`config.mk`:
```
export PLATFORM = sky130hd
export DESIGN_NAME = legacy_align_lsu
export DESIGN_NICKNAME = d
export VERILOG_FILES = /design/src/rtl/lsu_align_pkg.sv /design/src/rtl/lsu_addr_gen.sv /design/src/rtl/lsu_rotator.sv /design/src/rtl/lsu_load_shape.sv /design/src/rtl/legacy_align_lsu.sv
export SDC_FILE = /design/constraint.sdc
export NUM_CORES = 1
export LEC_CHECK = 0
export BUFFER_PORTS_ARGS = -buffer_cell sky130_fd_sc_hd__buf_2
export CAP_MARGIN = 20
export CELL_PAD_IN_SITES_DETAIL_PLACEMENT = 0
export CELL_PAD_IN_SITES_GLOBAL_PLACEMENT = 2
export CORE_MARGIN = 2
export CORE_UTILIZATION = 26
export CTS_CLUSTER_SIZE = 40
export DETAILED_ROUTE_END_ITERATION = 10
export GPL_TIMING_DRIVEN = 0
export PLACE_DENSITY_LB_ADDON = 0.1
export SYNTH_ARGS = -nofsm -noshare
export SYNTH_HDL_FRONTEND = slang
export SYNTH_HIERARCHICAL = 1
export SYNTH_SLANG_ARGS = --single-unit
```
`constraint.sdc`:
```
create_clock -name clk -period 3.8 [get_ports clk]
set_input_delay 1.14 -clock clk [delete_from_list [all_inputs] [get_ports clk]]
set_output_delay 1.14 -clock clk [all_outputs]
set_load 0.1 [all_outputs]
```
`src/rtl/lsu_align_pkg.sv`:
```
package lsu_align_pkg;

    typedef enum logic [2:0] {
        OP_LDW = 3'd0,
        OP_LDB = 3'd1,
        OP_STW = 3'd2,
        OP_STB = 3'd3,
        OP_LDM = 3'd4,
        OP_STM = 3'd5
    } lsu_op_e;

    // Word-sized accesses are the ones subject to the alignment trap
    function automatic logic op_is_word(input logic [2:0] op);
        return (op == OP_LDW) || (op == OP_STW) || (op == OP_LDM) || (op == OP_STM);
    endfunction

    function automatic logic op_is_store(input logic [2:0] op);
        return (op == OP_STW) || (op == OP_STB) || (op == OP_STM);
    endfunction

    function automatic logic op_is_known(input logic [2:0] op);
        return op <= OP_STM;
    endfunction

endpackage

```
`src/rtl/lsu_addr_gen.sv`:
```
module lsu_addr_gen
    import lsu_align_pkg::*;
#(
    parameter int ADDR_W = 32,
    parameter int DATA_W = 32
) (
    input  logic              req_valid,
    input  logic [2:0]        req_op,
    input  logic [ADDR_W-1:0] req_addr,
    input  logic [DATA_W-1:0] req_wdata,
    input  logic              trap_en,
    output logic              mem_en,
    output logic              mem_we,
    output logic [ADDR_W-1:0] mem_addr,
    output logic [DATA_W/8-1:0] mem_be,
    output logic [DATA_W-1:0] mem_wdata,
    output logic              trap
);
    localparam int BYTES = DATA_W / 8;
    localparam int OFF_W = $clog2(BYTES);

    logic [OFF_W-1:0] off;
    logic             misaligned;
    logic [BYTES-1:0] lane_sel;

    assign off        = req_addr[OFF_W-1:0];
    assign misaligned = (off != '0);

    assign trap     = req_valid && op_is_known(req_op) && trap_en
                    && op_is_word(req_op) && misaligned;
    assign mem_en   = req_valid && op_is_known(req_op) && !trap;
    assign mem_we   = mem_en && op_is_store(req_op);
    assign mem_addr = {req_addr[ADDR_W-1:OFF_W], {OFF_W{1'b0}}};

    generate
        for (genvar i = 0; i < BYTES; i++) begin : g_lane
            assign lane_sel[i] = (off == OFF_W'(i));
        end
    endgenerate

    assign mem_be    = (req_op == OP_STB) ? lane_sel : {BYTES{1'b1}};
    assign mem_wdata = (req_op == OP_STB) ? {BYTES{req_wdata[7:0]}} : req_wdata;

endmodule

```
`src/rtl/lsu_rotator.sv`:
```
module lsu_rotator #(
    parameter int DATA_W = 32
) (
    input  logic [DATA_W-1:0]           din,
    input  logic [$clog2(DATA_W/8)-1:0] amt,
    output logic [DATA_W-1:0]           dout
);
    localparam int BYTES = DATA_W / 8;
    localparam int OFF_W = $clog2(BYTES);

    // Right rotate by whole bytes: output lane i takes input lane (i + amt) mod BYTES
    generate
        for (genvar i = 0; i < BYTES; i++) begin : g_lane
            logic [OFF_W-1:0] src_idx;
            assign src_idx = OFF_W'(i) + amt;
            assign dout[i*8 +: 8] = din[{src_idx, 3'b000} +: 8];
        end
    endgenerate

endmodule

```
`src/rtl/lsu_load_shape.sv`:
```
module lsu_load_shape
    import lsu_align_pkg::*;
#(
    parameter int DATA_W = 32
) (
    input  logic [2:0]                  op,
    input  logic [$clog2(DATA_W/8)-1:0] off,
    input  logic [DATA_W-1:0]           rdata,
    output logic [DATA_W-1:0]           result
);
    localparam int OFF_W = $clog2(DATA_W / 8);

    logic [OFF_W-1:0]  rot_amt;
    logic [DATA_W-1:0] rotated;

    assign rot_amt = (op == OP_LDM) ? '0 : off;

    lsu_rotator #(.DATA_W(DATA_W)) u_rot (
        .din  (rdata),
        .amt  (rot_amt),
        .dout (rotated)
    );

    always_comb begin
        result = rotated;
        if (op == OP_LDB) begin
            result = {{(DATA_W-8){1'b0}}, rotated[7:0]};
        end
    end

endmodule

```
`src/rtl/legacy_align_lsu.sv`:
```
module legacy_align_lsu
    import lsu_align_pkg::*;
#(
    parameter int ADDR_W = 32,
    parameter int DATA_W = 32
) (
    input  logic                clk,
    input  logic                rst_n,
    input  logic                req_valid,
    input  logic [2:0]          req_op,
    input  logic [ADDR_W-1:0]   req_addr,
    input  logic [DATA_W-1:0]   req_wdata,
    input  logic                trap_en,
    output logic                mem_en,
    output logic                mem_we,
    output logic [ADDR_W-1:0]   mem_addr,
    output logic [DATA_W/8-1:0] mem_be,
    output logic [DATA_W-1:0]   mem_wdata,
    input  logic [DATA_W-1:0]   mem_rdata,
    output logic                rsp_valid,
    output logic                rsp_abort,
    output logic [DATA_W-1:0]   rsp_data
);
    localparam int BYTES = DATA_W / 8;
    localparam int OFF_W = $clog2(BYTES);

    typedef struct packed {
        logic              s1_load;
        logic [2:0]        s1_op;
        logic [OFF_W-1:0]  s1_off;
        logic              s1_abort;
        logic              out_valid;
        logic              out_abort;
        logic [DATA_W-1:0] out_data;
    } pipe_t;

    pipe_t             st_d, st_q;
    logic              trap;
    logic [DATA_W-1:0] shaped;

    lsu_addr_gen #(.ADDR_W(ADDR_W), .DATA_W(DATA_W)) u_addr (
        .req_valid (req_valid),
        .req_op    (req_op),
        .req_addr  (req_addr),
        .req_wdata (req_wdata),
        .trap_en   (trap_en),
        .mem_en    (mem_en),
        .mem_we    (mem_we),
        .mem_addr  (mem_addr),
        .mem_be    (mem_be),
        .mem_wdata (mem_wdata),
        .trap      (trap)
    );

    lsu_load_shape #(.DATA_W(DATA_W)) u_shape (
        .op     (st_q.s1_op),
        .off    (st_q.s1_off),
        .rdata  (mem_rdata),
        .result (shaped)
    );

    always_comb begin
        st_d           = st_q;
        // stage 1: remember what the outstanding read needs
        st_d.s1_load   = mem_en && !mem_we;
        st_d.s1_op     = req_op;
        st_d.s1_off    = req_addr[OFF_W-1:0];
        st_d.s1_abort  = trap;
        // stage 2: shape the returned word, or report the abort
        st_d.out_valid = st_q.s1_load;
        st_d.out_abort = st_q.s1_abort;
        if (st_q.s1_load) begin
            st_d.out_data = shaped;
        end
    end

    always_ff @(posedge clk) begin
        if (!rst_n) begin
            st_q <= '0;
        end else begin
            st_q <= st_d;
        end
    end

    assign rsp_valid = st_q.out_valid;
    assign rsp_abort = st_q.out_abort;
    assign rsp_data  = st_q.out_data;

endmodule

```
Yosys cells after proc, flatten, opt, wreduce, memory -nomap -nowiden
Cells that the tools add are included.
{ "totals": {"regBits": 41, "inputBits": 103, "output_inout_bits": 104, "word_cells": 45} }
{ "op_classes": {"n_addsub": 3, "n_lt_le_gt_ge": 1, "eq_ne": 9, "n_shift": 4, "muxes": 4, "n_reduce_logical": 17} }
{ "op_table": {"columns": ["op", "count"], "rows": [
  ["$shiftx A32 B6 Y8", 4],
  ["$mux W32", 2],
  ["$eq A3 B3 Y1 const B", 3],
  ["$logic_and A1 B1 Y1", 7],
  ["$eq A3 B2 Y1 const B", 2],
  ["$logic_or A1 B1 Y1", 5],
  ["$add A2 B2 Y2 const A", 2],
  ["$eq A2 B2 Y1 const B", 2],
  ["$mux W4", 1],
  ["$eq A3 B1 Y1 const B", 1],
  ["$le A3 B3 Y1 const B", 1],
  ["$logic_not A3 Y1", 1],
  ["$add A1 B2 Y2 const A", 1],
  ["$eq A2 B1 Y1 const B", 1],
  ["$logic_not A1 Y1", 2],
  ["$logic_not A2 Y1", 1],
  ["$mux W2", 1],
  ["$reduce_bool A2 Y1", 1]
]} }

Depth between registers and ports, before layout
{ "depth": {"depth_word": 11, "depth_mapped": 9, "depth_no_buf": 6} }

Cells and area by module
Netlist, hierarchy kept.
{ "by_module_without_submodules": {"columns": ["mod", "instances", "cells_each", "area_each_um2", "seq_area_each_um2"], "rows": [
  ["legacy_align_lsu", 1, 154, 1726.7, 820.8],
  ["lsu_rotator", 1, 40, 824.5, 0.0],
  ["lsu_addr_gen", 1, 118, 641.9, 0.0],
  ["lsu_load_shape", 1, 30, 221.5, 0.0]
]} }

Least setup slack after synthesis
OpenSTA, ideal clock, no wires.
{ "synth_timing": {"path_type": "input port to output port", "start": "input port req_addr[0]", "end": "output port mem_be[1]", "t_arrival_ns": 3.282, "required_ns": 2.660, "slack_ns": -0.622, "cell_stages": 2, "path_buffers": 0, "path_cell_list": "inv_1 > o21ai_0"} }
{ "synth_between": {"elab_chain_len": 2} }
{ "synth_lines": {"columns": ["item", "line_no", "source"], "rows": [
  ["start, declared", "legacy_align_lsu.sv:11", "input logic [ADDR_W-1:0] req_addr,"],
  ["$eq A2 B1 Y1", "lsu_addr_gen.sv:37", "assign lane_sel[i] = (off == OFF_W'(i));"],
  ["$mux W4", "lsu_addr_gen.sv:41", "assign mem_be = (req_op == OP_STB) ? lane_sel : {BYTES{1'b1}};"],
  ["end, declared", "legacy_align_lsu.sv:17", "output logic [DATA_W/8-1:0] mem_be,"]
]} }
No other way between the ends.

Worst setup path in the final report
{ "layout_timing": {"start": "input port req_op[2]", "end": "output port mem_wdata[29]"} }
{ "layout_between": {"elab_chain_len": 2} }
{ "layout_lines": {"columns": ["item", "line_no", "source"], "rows": [
  ["start, declared", "legacy_align_lsu.sv:10", "input logic [2:0] req_op,"],
  ["$eq A3 B2 Y1", "lsu_addr_gen.sv:42", "assign mem_wdata = (req_op == OP_STB) ? {BYTES{req_wdata[7:0]}} : req_wdata;"],
  ["$mux W32", "lsu_addr_gen.sv:42", null],
  ["end, declared", "legacy_align_lsu.sv:18", "output logic [DATA_W-1:0] mem_wdata,"]
]} }
No other way between the ends.

==> flow_metrics.env <==
export IMPL_finalSetupViolCount=0
export IMPL_netlist_instances=342
export IMPL_cpPeakStageDelay_ps=420
export IMPL_relSlewSlack_pct=61.9
export IMPL_cp_max_fo=10
export IMPL_rsz0062_at_grt="no"
export IMPL_dpl_hpwl_um=8370
export IMPL_firstDrtPassIters=4
export IMPL_ios=207
export IMPL_clock_sinks=41
export IMPL_synth_top_area_share_pct=24.0
export IMPL_grt_start_max_net_pins=13
export IMPL_regToRegEndpoint="rsp_data[27]"
export IMPL_wl_um=10300
export IMPL_cp_num_buf_inv=3
export IMPL_htreeDepth=2
export IMPL_syn_to_final_growth_pct=36.1
export IMPL_async_flop_share_pct=0
export IMPL_fin_crit_sh_pct=90.1
export IMPL_overflow=0
export IMPL_min_to="rsp_abort"
export IMPL_synth_seq_cells=41
export IMPL_chipHeight_um=119
export IMPL_rr_startpoint="st_q[39]"
export IMPL_grt_pass1_wl_um=15600
export IMPL_grt_pass1_vias=3022
export IMPL_fin_worst_skew_ps=6.55
export IMPL_ir_worst_vdd_uv=144
export IMPL_ant_nets=0
export IMPL_hold_path_class="reg -> reg"
export IMPL_slew_viol_final=0
export IMPL_worst_setup_path_end_kind="output pin"
export IMPL_detail_route_vias_per_cell=4.25
export IMPL_fin_ws_ps=377
export IMPL_cts_resized=0
export IMPL_layout_min_cycle_time_ps=3420
export IMPL_multi_input_area_um2=1810
export IMPL_ys_top_cells_by_area="dfxtp_1 24%, mux4_2 20%, buf_4 17%"
export IMPL_drive_above_1_share_pct=58.9
export IMPL_clk_transition_reported_paths_ps=50
export IMPL_drcViolationCount=0
export IMPL_critPathLaunch="req_op[2]"
export IMPL_ys_warn_count=6
export IMPL_vias=2964
export IMPL_status="completed"
export IMPL_hold_viol_final=0
export IMPL_power_density_nw_per_um2=366
export IMPL_antenna_found_initial=1
export IMPL_tightest_slew_ps=572
export IMPL_cp_arrival_ps=2280
export IMPL_synth_edf_count=0
export IMPL_drv_cap=0
export IMPL_fill_cells=1378
export IMPL_antenna_cells=0
export IMPL_die_w_um=119
export IMPL_setup_tns_ps=0
export IMPL_dieArea_um2=14100
export IMPL_regToRegSetupSlack_ps=1760
export IMPL_cts_hold_buf=0
export IMPL_holdPathStages=1
export IMPL_initial_core_util_pct=26.8
export IMPL_synthFlopType="dfxtp_1"
export IMPL_clock_latency_ps=290
export IMPL_drtIter0Drc=85
export IMPL_yosysMostFrequentCell="buf_4"
export IMPL_worstPathCellList="buf_2, nand3b_2, buf_4, nand2_1, nand2_1, buf_2"
export IMPL_clock_fmax_mhz=292
export IMPL_dp_cells=689
export IMPL_synthTopCellsByCount="76 x buf_4, 58 x nand2_1, 55 x nor2b_1"
export IMPL_final_seq_area_um2=821
export IMPL_yosysUniqueCellTypes=24
export IMPL_rr_worst_depth=9
export IMPL_synth_area_leader_cell="dfxtp_1"
export IMPL_grt_util_all_layers_pct=14.4
export IMPL_cts_buffers=5
export IMPL_ys_seq_area_share_pct=24.0
export IMPL_post_cts_buffers=0
export IMPL_gp_congestion=0.760
export IMPL_synth_area_um2=3410
export IMPL_io_buffers=174
export IMPL_core_area_um2=12700
export IMPL_critPathSlowestCell="buf_2"
export IMPL_clock_path_buffers=2
export IMPL_path_delay_family="buffers and inverters"
export IMPL_fin_cells=697
export IMPL_avgSynthCellArea_um2=9.98
export IMPL_fin_nets=627
export IMPL_critical_path_required_ps=2660
export IMPL_start_kind="input port"
export IMPL_fin_hold_ws_ps=435
export IMPL_power_leakage_uw=0.00228
export IMPL_path_class="in -> out"
export IMPL_cts_tree="yes"
export IMPL_hold_start="st_d[32]"
export IMPL_drt_wirelength_per_cell_um=14.8
export IMPL_place_worst_setup_slack_ps=342
export IMPL_root_buffer="clkbuf_16"
export IMPL_rows=41
==> registers in the layout, summed over array words and instances (netlist names) <==
register,cells
st_d,2
rsp_valid,1
rsp_abort,1
rsp_data,32
st_q,5
==> per-stage QoR <==
step	area, µm²	util, %	total power [µW]
2_1_floorplan	3420	-	1150
3_5_place_dp	4510	35.4	1300
5_1_grt	4650	36.5	1770
4_1_cts	4650	36.5	1720
6_report	4650	36.5	1700
3_3_place_gp	4510	35.4	1300
==> report_power, final <==
part           internal, µW  switching (µW)  total (µW)
Clock                   241             174         415
Combinational           234             590         824
Sequential              449            9.83         458
==> cell type report <==
| cell class | instances | area share [%] |
|---|---|---|
| plain buffers | 93 | 16.7 |
| clock buffers | 6 | 2.77 |
| clock inverters | 2 | 0.215 |
| inverters | 4 | 0.323 |
| multi-input cells | 205 | 38.9 |
| flip-flops and latches | 41 | 17.7 |
| well taps | 172 | 4.63 |
| repair buffers | 174 | 18.7 |
==> placed cells by master, fill, tap and decap left out <==
| cell | count |
|---|---|
| and3_1 | 1 |
| dfxtp_1 | 41 |
| and2_1 | 8 |
| nand3b_1 | 1 |
| clkinv_2 | 2 |
| o221ai_1 | 1 |
| nor2_1 | 1 |
| mux2i_1 | 32 |
| nand2_1 | 58 |
| and3b_1 | 1 |
| and2b_2 | 4 |
| nor2b_1 | 54 |
| nand3b_2 | 1 |
| buf_2 | 174 |
| and3b_2 | 1 |
| mux4_1 | 1 |
| clkbuf_16 | 5 |
| conb_1 | 2 |
| clkbuf_1 | 5 |
| buf_12 | 5 |
| buf_6 | 8 |
| o21ai_1 | 2 |
| o21ai_0 | 3 |
| nor3b_1 | 1 |
| nor3b_4 | 1 |
| inv_1 | 4 |
| nor2b_2 | 1 |
| mux4_2 | 31 |
| buf_4 | 76 |
==> cells by family after synthesis <==
logic type	Yosys count	synth area share (%)
AND/OR/NAND/NOR	133	21.1
buffers and inverters	97	23.2
multiplexers	64	30.6
flip-flops	41	24.0
AO/OA/AOI/OAI	6	0.989
other	1	0.110
==> routing by layer <==
layer	vias to the layer above	global-route usage (%)	part of all wire (%)
met5	-	0	0.16
met4	2	4.54	1.3
met3	12	3.57	7.1
met2	157	26.7	52
met1	1356	15.9	39
li1	1437	-	-
==> worst max-delay path by stage <==
| stage | slack (ps) | to | cells past startpoint |
|---|---|---|---|
| floorplan | -620 | mem_be[1] | 2 |
| global placement | 330 | mem_wdata[29] | 6 |
| detailed placement | 340 | mem_wdata[29] | 6 |
| CTS | 330 | mem_wdata[29] | 6 |
| global route | 280 | mem_wdata[29] | 6 |
| finish | 380 | mem_wdata[29] | 6 |
(Power assumes the default switching activity.)
